### src/rtl/bhc_pkg.sv
package bhc_pkg;
  typedef enum logic [1:0] {
    PH_HOLD = 2'd0,
    PH_WAIT = 2'd1,
    PH_MEAS = 2'd2
  } phase_e;

  function automatic int unsigned cnt_w(input int unsigned n);
    return (n <= 2) ? 1 : $clog2(n);
  endfunction
endpackage

### src/rtl/bhc_sched.sv
module bhc_sched
  import bhc_pkg::*;
#(
  parameter int unsigned PERIOD_CYC = 50_000_000,
  parameter int unsigned WINDOW_CYC = 6250
) (
  input  logic   clk_i,
  input  logic   rst_ni,
  input  logic   run_i,
  output phase_e phase_o,
  output logic   strobe_o
);
  localparam int unsigned CW   = cnt_w(PERIOD_CYC);
  localparam int unsigned LO_I = PERIOD_CYC - WINDOW_CYC;
  localparam logic [CW-1:0] LAST = CW'(PERIOD_CYC - 1);
  localparam logic [CW-1:0] LO   = CW'(LO_I);

  logic [CW-1:0] cnt_q;
  logic          run_q;

  always_ff @(posedge clk_i or negedge rst_ni) begin
    if (!rst_ni) begin
      cnt_q <= '0;
      run_q <= 1'b0;
    end else begin
      run_q <= run_i;
      if (!run_i || cnt_q == LAST) cnt_q <= '0;
      else                         cnt_q <= cnt_q + 1'b1;
    end
  end

  always_comb begin
    if (!run_q)          phase_o = PH_HOLD;
    else if (cnt_q >= LO) phase_o = PH_MEAS;
    else                 phase_o = PH_WAIT;
  end

  // sample on the last window cycle; a reset at that edge cancels it
  assign strobe_o = run_i && (cnt_q == LAST);
endmodule

### config.mk
export PLATFORM = sky130hd
export DESIGN_NAME = bhc_sched
export DESIGN_NICKNAME = d
export VERILOG_FILES = /design/src/rtl/bhc_pkg.sv /design/src/rtl/bhc_sched.sv
export SDC_FILE = /design/constraint.sdc
export NUM_CORES = 1
export LEC_CHECK = 0
export BUFFER_PORTS_ARGS = -buffer_cell sky130_fd_sc_hd__buf_2
export CORE_MARGIN = 2
export CORE_UTILIZATION = 60
export CTS_BUF_LIST = sky130_fd_sc_hd__clkbuf_16
export DETAILED_ROUTE_END_ITERATION = 10
export GPL_TIMING_DRIVEN = 0
export PLACE_DENSITY = 0.76
export SYNTH_ARGS = -nofsm -noshare
export SYNTH_HDL_FRONTEND = slang
export SYNTH_SLANG_ARGS = --single-unit
### constraint.sdc
create_clock -name clk_i -period 5.6 [get_ports clk_i]
set_input_delay 1.68 -clock clk_i [delete_from_list [all_inputs] [get_ports clk_i]]
set_output_delay 1.68 -clock clk_i [all_outputs]
set_load 0.01 [all_outputs]
==> metrics.cfg, run 1 <==
[cts]
cts_setup_buffers=0
clk_pin_slew_ns=0.06
cts_resized=0
holdBufCountCts=0
clk_latency_ns=0.26
htreeDepth=1
cts_root_buf=clkbuf_16
clockBufferDepth=2
numCtsBuffers=3
cts_sinks=27
cts_tree=yes

[worst_setup_path]
critPathTopFamily=compound AO/OA/AOI/OAI gates
critPathCaptureType=output port
critPathSlowestCell=dfrtp_1
path_buf_inv=1
critPathLaunchType=flip-flop
cp_slowest_stage_delay_ns=0.42
r2r_setup_slack_ns=3.04
worstPathCellList=or3_1, a2111oi_0, o21ai_0, a311oi_1, buf_2
critPathRequiredTime_ns=3.92
crit_arrival_ns=2.15
r2r-end=cnt_q[19]$_DFF_PN0_
rr_worst_depth=5
reg2reg_from=cnt_q[8]$_DFF_PN0_
criticalPathCategory=flip-flop to output port
critPathMaxFanout=5

[flow_run]
cap_violations=0

[sta]
fmax_mhz=261
final_max_slew_viol_count=0
fin_tns_setup_ns=0
tightest_slew_ns=0.734
max_slew_margin_pct=50.5
hold_slack_ns=0.494
period_needed_ns=3.83
final.period_utilization_pct=68.4
rsz0062_at_grt=false
setup_violations=0
hold_viol=0
clock_skew_ns=0.00296

[placed_design]
hpwl_um=2270
dp_cells=201
port_buffers=5
routabilityCongestion=0.811

[layout]
area_growth_pct=9.25
fin_cells=205
layout_common_cells=dfrtp_1 (27), nor2_1 (17), a21oi_1 (13), nand2_1 (12), xnor2_1 (9)
mostFrequentLayoutCell=dfrtp_1
drive_gt1_share_pct=8.00
antenna_cells=0
fin_nets=181
final_util_pct=68.0

[global_routing]
use_met3_pct=5.19
track_usage_pct=25.0
grt.met2_usage_pct=39.0
grt_pass1_vias=1143
antenna_found_initial=0
grt_overflow=0
top_usage_layer=met2
met1_usage_pct=34.6
grt_pass1_wl_um=5220
grt_start_max_net_pins=28

[routing]
vias_per_cell=6.40
drt_iter0_markers=40
vias=1313
dr.pass1.iters=4
antenna_left=0
wirelength_um=3240
wl_per_cell_um=15.8
drc=0

[power_and_ir_drop]
p_sw_uw=77.4
p_leak_uw=0.000660
comb_power_share_pct=3.9
vdd.ir_drop.worst_v=0.000157
p_sw_share_pct=20.7
seqPwrFrac_pct=53.3
internal_power_uw=297
power_uw=374
p_clk_share_pct=42.8
power.density_nw_per_um2=224

[run_status]
status=complete, no violations

[floorplanning]
start_util_pct=62.3
fp-row-count=18
die_area_um2=2970
num_io_pins=6
fp.dieH_um=54.5
die_w_um=54.5
fp.coreArea_um2=2450

[yosys]
yosysSeqAreaShare_pct=44.2
synth_cell_types=36
synth_area_leader_cell=dfrtp_1
synth_top_cell_area_share_pct=44.2
synth_seq_cells=27
syn_area_per_cell_um2=9.21
synthTopCellsByArea=dfrtp_1 (44%), xnor2_1 (5.2%), a21oi_1 (4.3%), nor2_1 (4.2%), or4_1 (3.4%)
synthCells=166
synthesis.nets=171
netlist_area_um2=1530
yosys_warnings=0

[worst_hold_path]
hold_end=cnt_q[0]$_DFF_PN0_
hold_path_class=flip-flop to flip-flop
holdPathStages=1
min_from=cnt_q[0]$_DFF_PN0_

-- cells in the mapped netlist (all sizes together) --
| master | count |
|---|---|
| nand2 | 12 |
| o21bai | 1 |
| a32o | 1 |
| a311oi | 1 |
| and3 | 3 |
| nand4bb | 1 |
| nor4 | 1 |
| and4 | 1 |
| o22ai | 1 |
| nor3 | 4 |
| nor4b | 3 |
| clkbuf | 3 |
| o21ai | 8 |
| nand4b | 1 |
| inv | 6 |
| xor2 | 3 |
| nand3 | 6 |
| nor4bb | 1 |
| nor2 | 17 |
| nor3b | 1 |
| xnor2 | 9 |
| or3 | 8 |
| nand4 | 8 |
| ha | 2 |
| a21oi | 13 |
| or4 | 7 |
| o41ai | 1 |
| and4b | 1 |
| dfrtp | 27 |
| a31o | 1 |
| a21o | 1 |
| buf | 3 |
| o31ai | 4 |
| a2111oi | 1 |
| and2 | 5 |
-- per-stage QoR --
stage / instance area [um^2] / worst slack (ns)
finish: 1670 / 1.77
global route: 1670 / 1.61
CTS: 1670 / 1.77
detailed placement: 1590 / 1.85
global placement: 1590 / 1.85
floorplan: 1530 / 2.09
-- flip-flops by register name, indices dropped and copies added, names as in the netlist --
name,cells
cnt_q,26
run_q,1
-- cell type report --
type	count	area (um^2)
fill	205	785
clock inverter	1	3.75
sequential	27	676
clock buffer	3	75.1
inverter	6	22.5
timing repair buffer	5	25.0
buffer	6	26.3
tap	30	37.5
multi-input combinational	127	805
-- worst register-to-register path, stage by stage, from the launching register on --
cell,delay (ns)
dfrtp_1,0.44
nor4b_1,0.44
nand4bb_1,0.23
o41ai_2,0.71
clkbuf_1,0.49
a21oi_1,0.11
-- power by group through the flow --
stage               combinational [uW]  sequential (uW)  clock, uW
finish                            14.7              199        160
global placement                  14.2              203          0
floorplan                         7.13              203          0
global route                      16.5              200        172
detailed placement                14.7              203          0
CTS                               14.8              199        162
-- metal layers --
| layer | vias up | wire, um |
|---|---|---|
| li1 | 634 | - |
| met1 | 636 | 1540 |
| met2 | 39 | 1530 |
| met3 | 4 | 136 |
| met4 | 0 | 34 |
| met5 | - | 0 |
-- cells by family after synthesis --
group / count (synthesis) / share of synthesized area, %
adder cells (fa/ha/maj): 2 / 1.64
flip-flops: 27 / 44.2
buffers and inverters: 12 / 3.19
AO/OA/AOI/OAI: 33 / 13.7
AND/OR/NAND/NOR: 80 / 30.4
XOR/XNOR: 12 / 6.87
-- worst max-delay path by stage --
stage	slack, ns	end	from	depth (start not counted)
detailed placement	1.85	strobe_o	run_i	3
CTS	1.77	phase_o[0]	cnt_q[9]$_DFF_PN0_	5
floorplan	2.09	strobe_o	run_i	1
global placement	1.85	strobe_o	run_i	3
global route	1.61	phase_o[0]	cnt_q[9]$_DFF_PN0_	5
finish	1.77	phase_o[0]	cnt_q[9]$_DFF_PN0_	5
No activity file was read; power rests on OpenSTA's default activity.
==> run 2, diff against run 1 <==
- ABC_AREA: unset -> 1
- CORE_UTILIZATION: 60 -> 55
- PLACE_DENSITY: 0.76 -> 0.73
- clock period: 5.6 -> 3.4 ns (I/O delays scaled with it)
==> run 2 against run 1 <==
Effect of this change:
- worst hold slack better by 0.021 ns
- clock power up 64%
- power increased by 65%
- global-route usage shrank 0.30 points
- flip-flop and latch count did not move
- final cell count grew 61%
- die area rose by 28%
- register-to-register slack worse by 1.4 ns
- largest cell class unchanged
- largest power group unchanged
==> metrics.cfg, run 2 <==
[run_status]
status=complete, no violations  ; unchanged

[yosys]
yosys.cell_count.top_type=nand2_1  ; was dfrtp_1
yosysSeqAreaShare_pct=37.0  ; was 44.2%
synth_cell_types=24  ; was 36
yosys_warnings=0  ; unchanged
synthCells=278  ; was 166
synth_seq_cells=27  ; unchanged
synthSimpleGateAreaFrac_pct=45.4  ; was 30.4%
syn_area_per_cell_um2=6.56  ; was 9.21 um^2
synth_top_family_by_area=simple AND/OR/NAND/NOR gates  ; unchanged
synthFlopType=dfrtp_1  ; unchanged
synth.mux.area_fraction_pct=0  ; unchanged
synth_area_leader_cell=dfrtp_1  ; unchanged
netlist_area_um2=1820  ; was 1530 um^2
synth_edf_count=0  ; unchanged
synthTopCellsByArea=dfrtp_1 (37%), nand2_1 (18%), nor2_1 (12%), inv_1 (7.8%), nor2_2 (4.5%)  ; was dfrtp_1 (44%), xnor2_1 (5.2%), a21oi_1 (4.3%), nor2_1 (4.2%), or4_1 (3.4%)
synth_xor_area_share_pct=3.84  ; was 6.87%
synth_compound_area_share_pct=2.61  ; was 13.7%
yosys.area_share.adder_pct=1.37  ; was 1.64%
ys_top_cells_by_count=nand2_1 (86), nor2_1 (59), inv_1 (38)  ; was dfrtp_1 (27), nor2_1 (17), a21oi_1 (13)
synthesis.nets=283  ; was 171
async_flop_share_pct=100  ; unchanged
synth_top_cell_area_share_pct=37.0  ; was 44.2%

[worst_setup_path]
critPathRequiredTime_ns=2.38  ; was 3.92 ns
criticalPathCategory=flip-flop to output port  ; unchanged
crit_arrival_ns=1.85  ; was 2.15 ns
critPathLaunchType=flip-flop  ; unchanged
path_buf_inv=1  ; unchanged
cp_slowest_stage_delay_ns=0.42  ; about the same
worstPathCellList=ha_1, nand2_2, nor2_4, nand2_1, nor2_1, nand2_2, nor2_1, buf_2  ; was or3_1, a2111oi_0, o21ai_0, a311oi_1, buf_2
critPathMaxFanout=5  ; unchanged
critPathSlowestCell=dfrtp_1  ; unchanged
critPathCaptureType=output port  ; unchanged
critPathTopFamily=simple AND/OR/NAND/NOR gates  ; was compound AO/OA/AOI/OAI gates

[routing]
vias=1662  ; was 1313
wl_per_cell_um=12.2  ; was 15.8 um
vias_per_cell=5.02  ; was 6.40
drt_iter0_markers=118  ; was 40
antenna_left=0  ; unchanged
drc=0  ; unchanged
wirelength_um=4030  ; was 3240 um
dr.pass1.iters=5  ; was 4

[global_routing]
grt_pass1_vias=1494  ; was 1143
grt_overflow=0  ; unchanged
met1_usage_pct=35.9  ; was 34.6%
use_met3_pct=5.04  ; was 5.19%
grt_pass1_wl_um=6800  ; was 5220 um
grt.met2_usage_pct=38.2  ; was 39.0%
antenna_found_initial=0  ; unchanged
grt_start_max_net_pins=28  ; unchanged
top_usage_layer=met2  ; unchanged
track_usage_pct=24.7  ; was 25.0%

[sta]
fmax_mhz=349
final.period_utilization_pct=84.3
rsz0062_at_grt=false  ; unchanged
tightest_slew_ns=0.585  ; was 0.734 ns
max_slew_margin_pct=61.0  ; was 50.5%
fin_tns_setup_ns=0  ; unchanged
final_max_slew_viol_count=0  ; unchanged
hold_viol=0  ; unchanged
period_needed_ns=2.87
setup_violations=0  ; unchanged
clock_skew_ns=0.00574  ; was 0.00296 ns

[cts]
cts_root_buf=clkbuf_16  ; unchanged
htreeDepth=1  ; unchanged
clockBufferDepth=2  ; unchanged
clk_latency_ns=0.26  ; about the same
cts_sinks=27  ; unchanged
numCtsBuffers=3  ; unchanged
holdBufCountCts=0  ; unchanged
cts_setup_buffers=0  ; unchanged
clk_pin_slew_ns=0.06  ; about the same
cts_resized=0  ; unchanged
cts_tree=yes  ; unchanged

[layout]
mostFrequentLayoutCell=nand2_1  ; was dfrtp_1
final_util_pct=63.9  ; was 68.0%
area_growth_pct=8.71  ; was 9.25%
layout_common_cells=nand2_1 (86), nor2_1 (59), inv_1 (39), dfrtp_1 (27)  ; was dfrtp_1 (27), nor2_1 (17), a21oi_1 (13), nand2_1 (12), xnor2_1 (9)
fin_nets=293  ; was 181
largest_register_ffs=26  ; unchanged
regMostFlops=cnt_q  ; unchanged
reg_top3=cnt_q x26, run_q x1  ; unchanged
antenna_cells=0  ; unchanged
drive_gt1_share_pct=10.5  ; was 8.00%

[floorplanning]
die_w_um=61.6  ; was 54.5 um
num_io_pins=6  ; unchanged
fp.coreArea_um2=3100  ; was 2450 um^2
start_util_pct=58.8  ; was 62.3%
fp.dieH_um=61.6  ; was 54.5 um
die_area_um2=3790  ; was 2970 um^2
fp-row-count=20  ; was 18

[placed_design]
routabilityCongestion=0.929  ; was 0.811
hpwl_um=3150  ; was 2270 um
port_buffers=5  ; unchanged

[flow_run]
cap_violations=0  ; unchanged

[power_and_ir_drop]
power.density_nw_per_um2=312  ; was 224 nW/um^2
vdd.ir_drop.worst_v=0.000275  ; was 0.000157 V
p_leak_uw=0.000897  ; was 0.000660 uW
power_uw=619  ; was 374 uW

[worst_hold_path]
hold_path_class=flip-flop to flip-flop  ; unchanged

==> run 2: changes by cell type after synthesis, moves of 4 or more <==
| cell | before | now |
|---|---|---|
| nand2_1 | 12 | 86 |
| nor2_1 | 17 | 59 |
| inv_1 | 6 | 38 |
| nor2_2 | 0 | 13 |
| a21oi_1 | 13 | 3 |
| or3_1 | 8 | 0 |
| nand3_1 | 6 | 13 |
| or4_1 | 7 | 0 |
| xnor2_1 | 9 | 2 |
| and2_1 | 5 | 0 |
| o21ai_0 | 8 | 4 |
| o31ai_1 | 4 | 0 |
==> run 2: path summary, 6_finish.rpt <==
kind,slack [ns],startpoint,endpoint,cells past startpoint
setup / recovery,0.53,cnt_q[0]$_DFF_PN0_,strobe_o,8
hold / removal,0.52,cnt_q[0]$_DFF_PN0_,cnt_q[0]$_DFF_PN0_,1
setup reg to reg,1.60,cnt_q[0]$_DFF_PN0_,cnt_q[13]$_DFF_PN0_,9
hold reg to reg,0.52,cnt_q[0]$_DFF_PN0_,cnt_q[0]$_DFF_PN0_,1
max in group asynchronous,2.25,rst_ni,cnt_q[9]$_DFF_PN0_,1
min in group asynchronous,0.75,rst_ni,cnt_q[13]$_DFF_PN0_,1
==> run 2: cell type report <==
class / instances / area, um^2
sequential: 27 / 676
timing repair buffer: 5 / 25.0
fill: 306 / 1120
multi-input combinational: 210 / 971
inverter: 39 / 146
clock buffer: 3 / 75.1
clock inverter: 1 / 3.75
buffer: 2 / 31.3
tap: 44 / 55.1
==> run 2: report_power, final <==
part           switching, uW  internal, uW  total (uW)  leakage, uW
combinational           18.7          9.19        27.9     0.000483
clock                    105           157         262    0.0000423
sequential              4.71           325         329     0.000372
==> run 2: per-layer routing <==
metal,vias up,share of wire [%]
li1,864,-
met1,745,48
met2,47,45
met3,6,5.8
met4,0,1.5
met5,-,0
==> run 2: kinds of logic (layout without fill, tap and decap cells) <==
logic type      count (synthesis)  count (layout)
compound gates                  9               9
xor+xnor                        8               8
fa+ha+maj                       2               2
buf+inv                        41              50
flops                          27              27
simple gates                  191             191
==> run 2: metrics by stage <==
stage | instances | worst slack, ns | instance area (um^2) | hold WS [ns]
floorplan | 278 | 1.08 | 1820 | 0.473
global placement | 327 | 0.804 | 1900 | 0.501
detailed placement | 327 | 0.818 | 1900 | 0.512
CTS | 331 | 0.524 | 1980 | 0.519
global route | 331 | 0.396 | 1980 | 0.551
finish | 331 | 0.533 | 1980 | 0.516
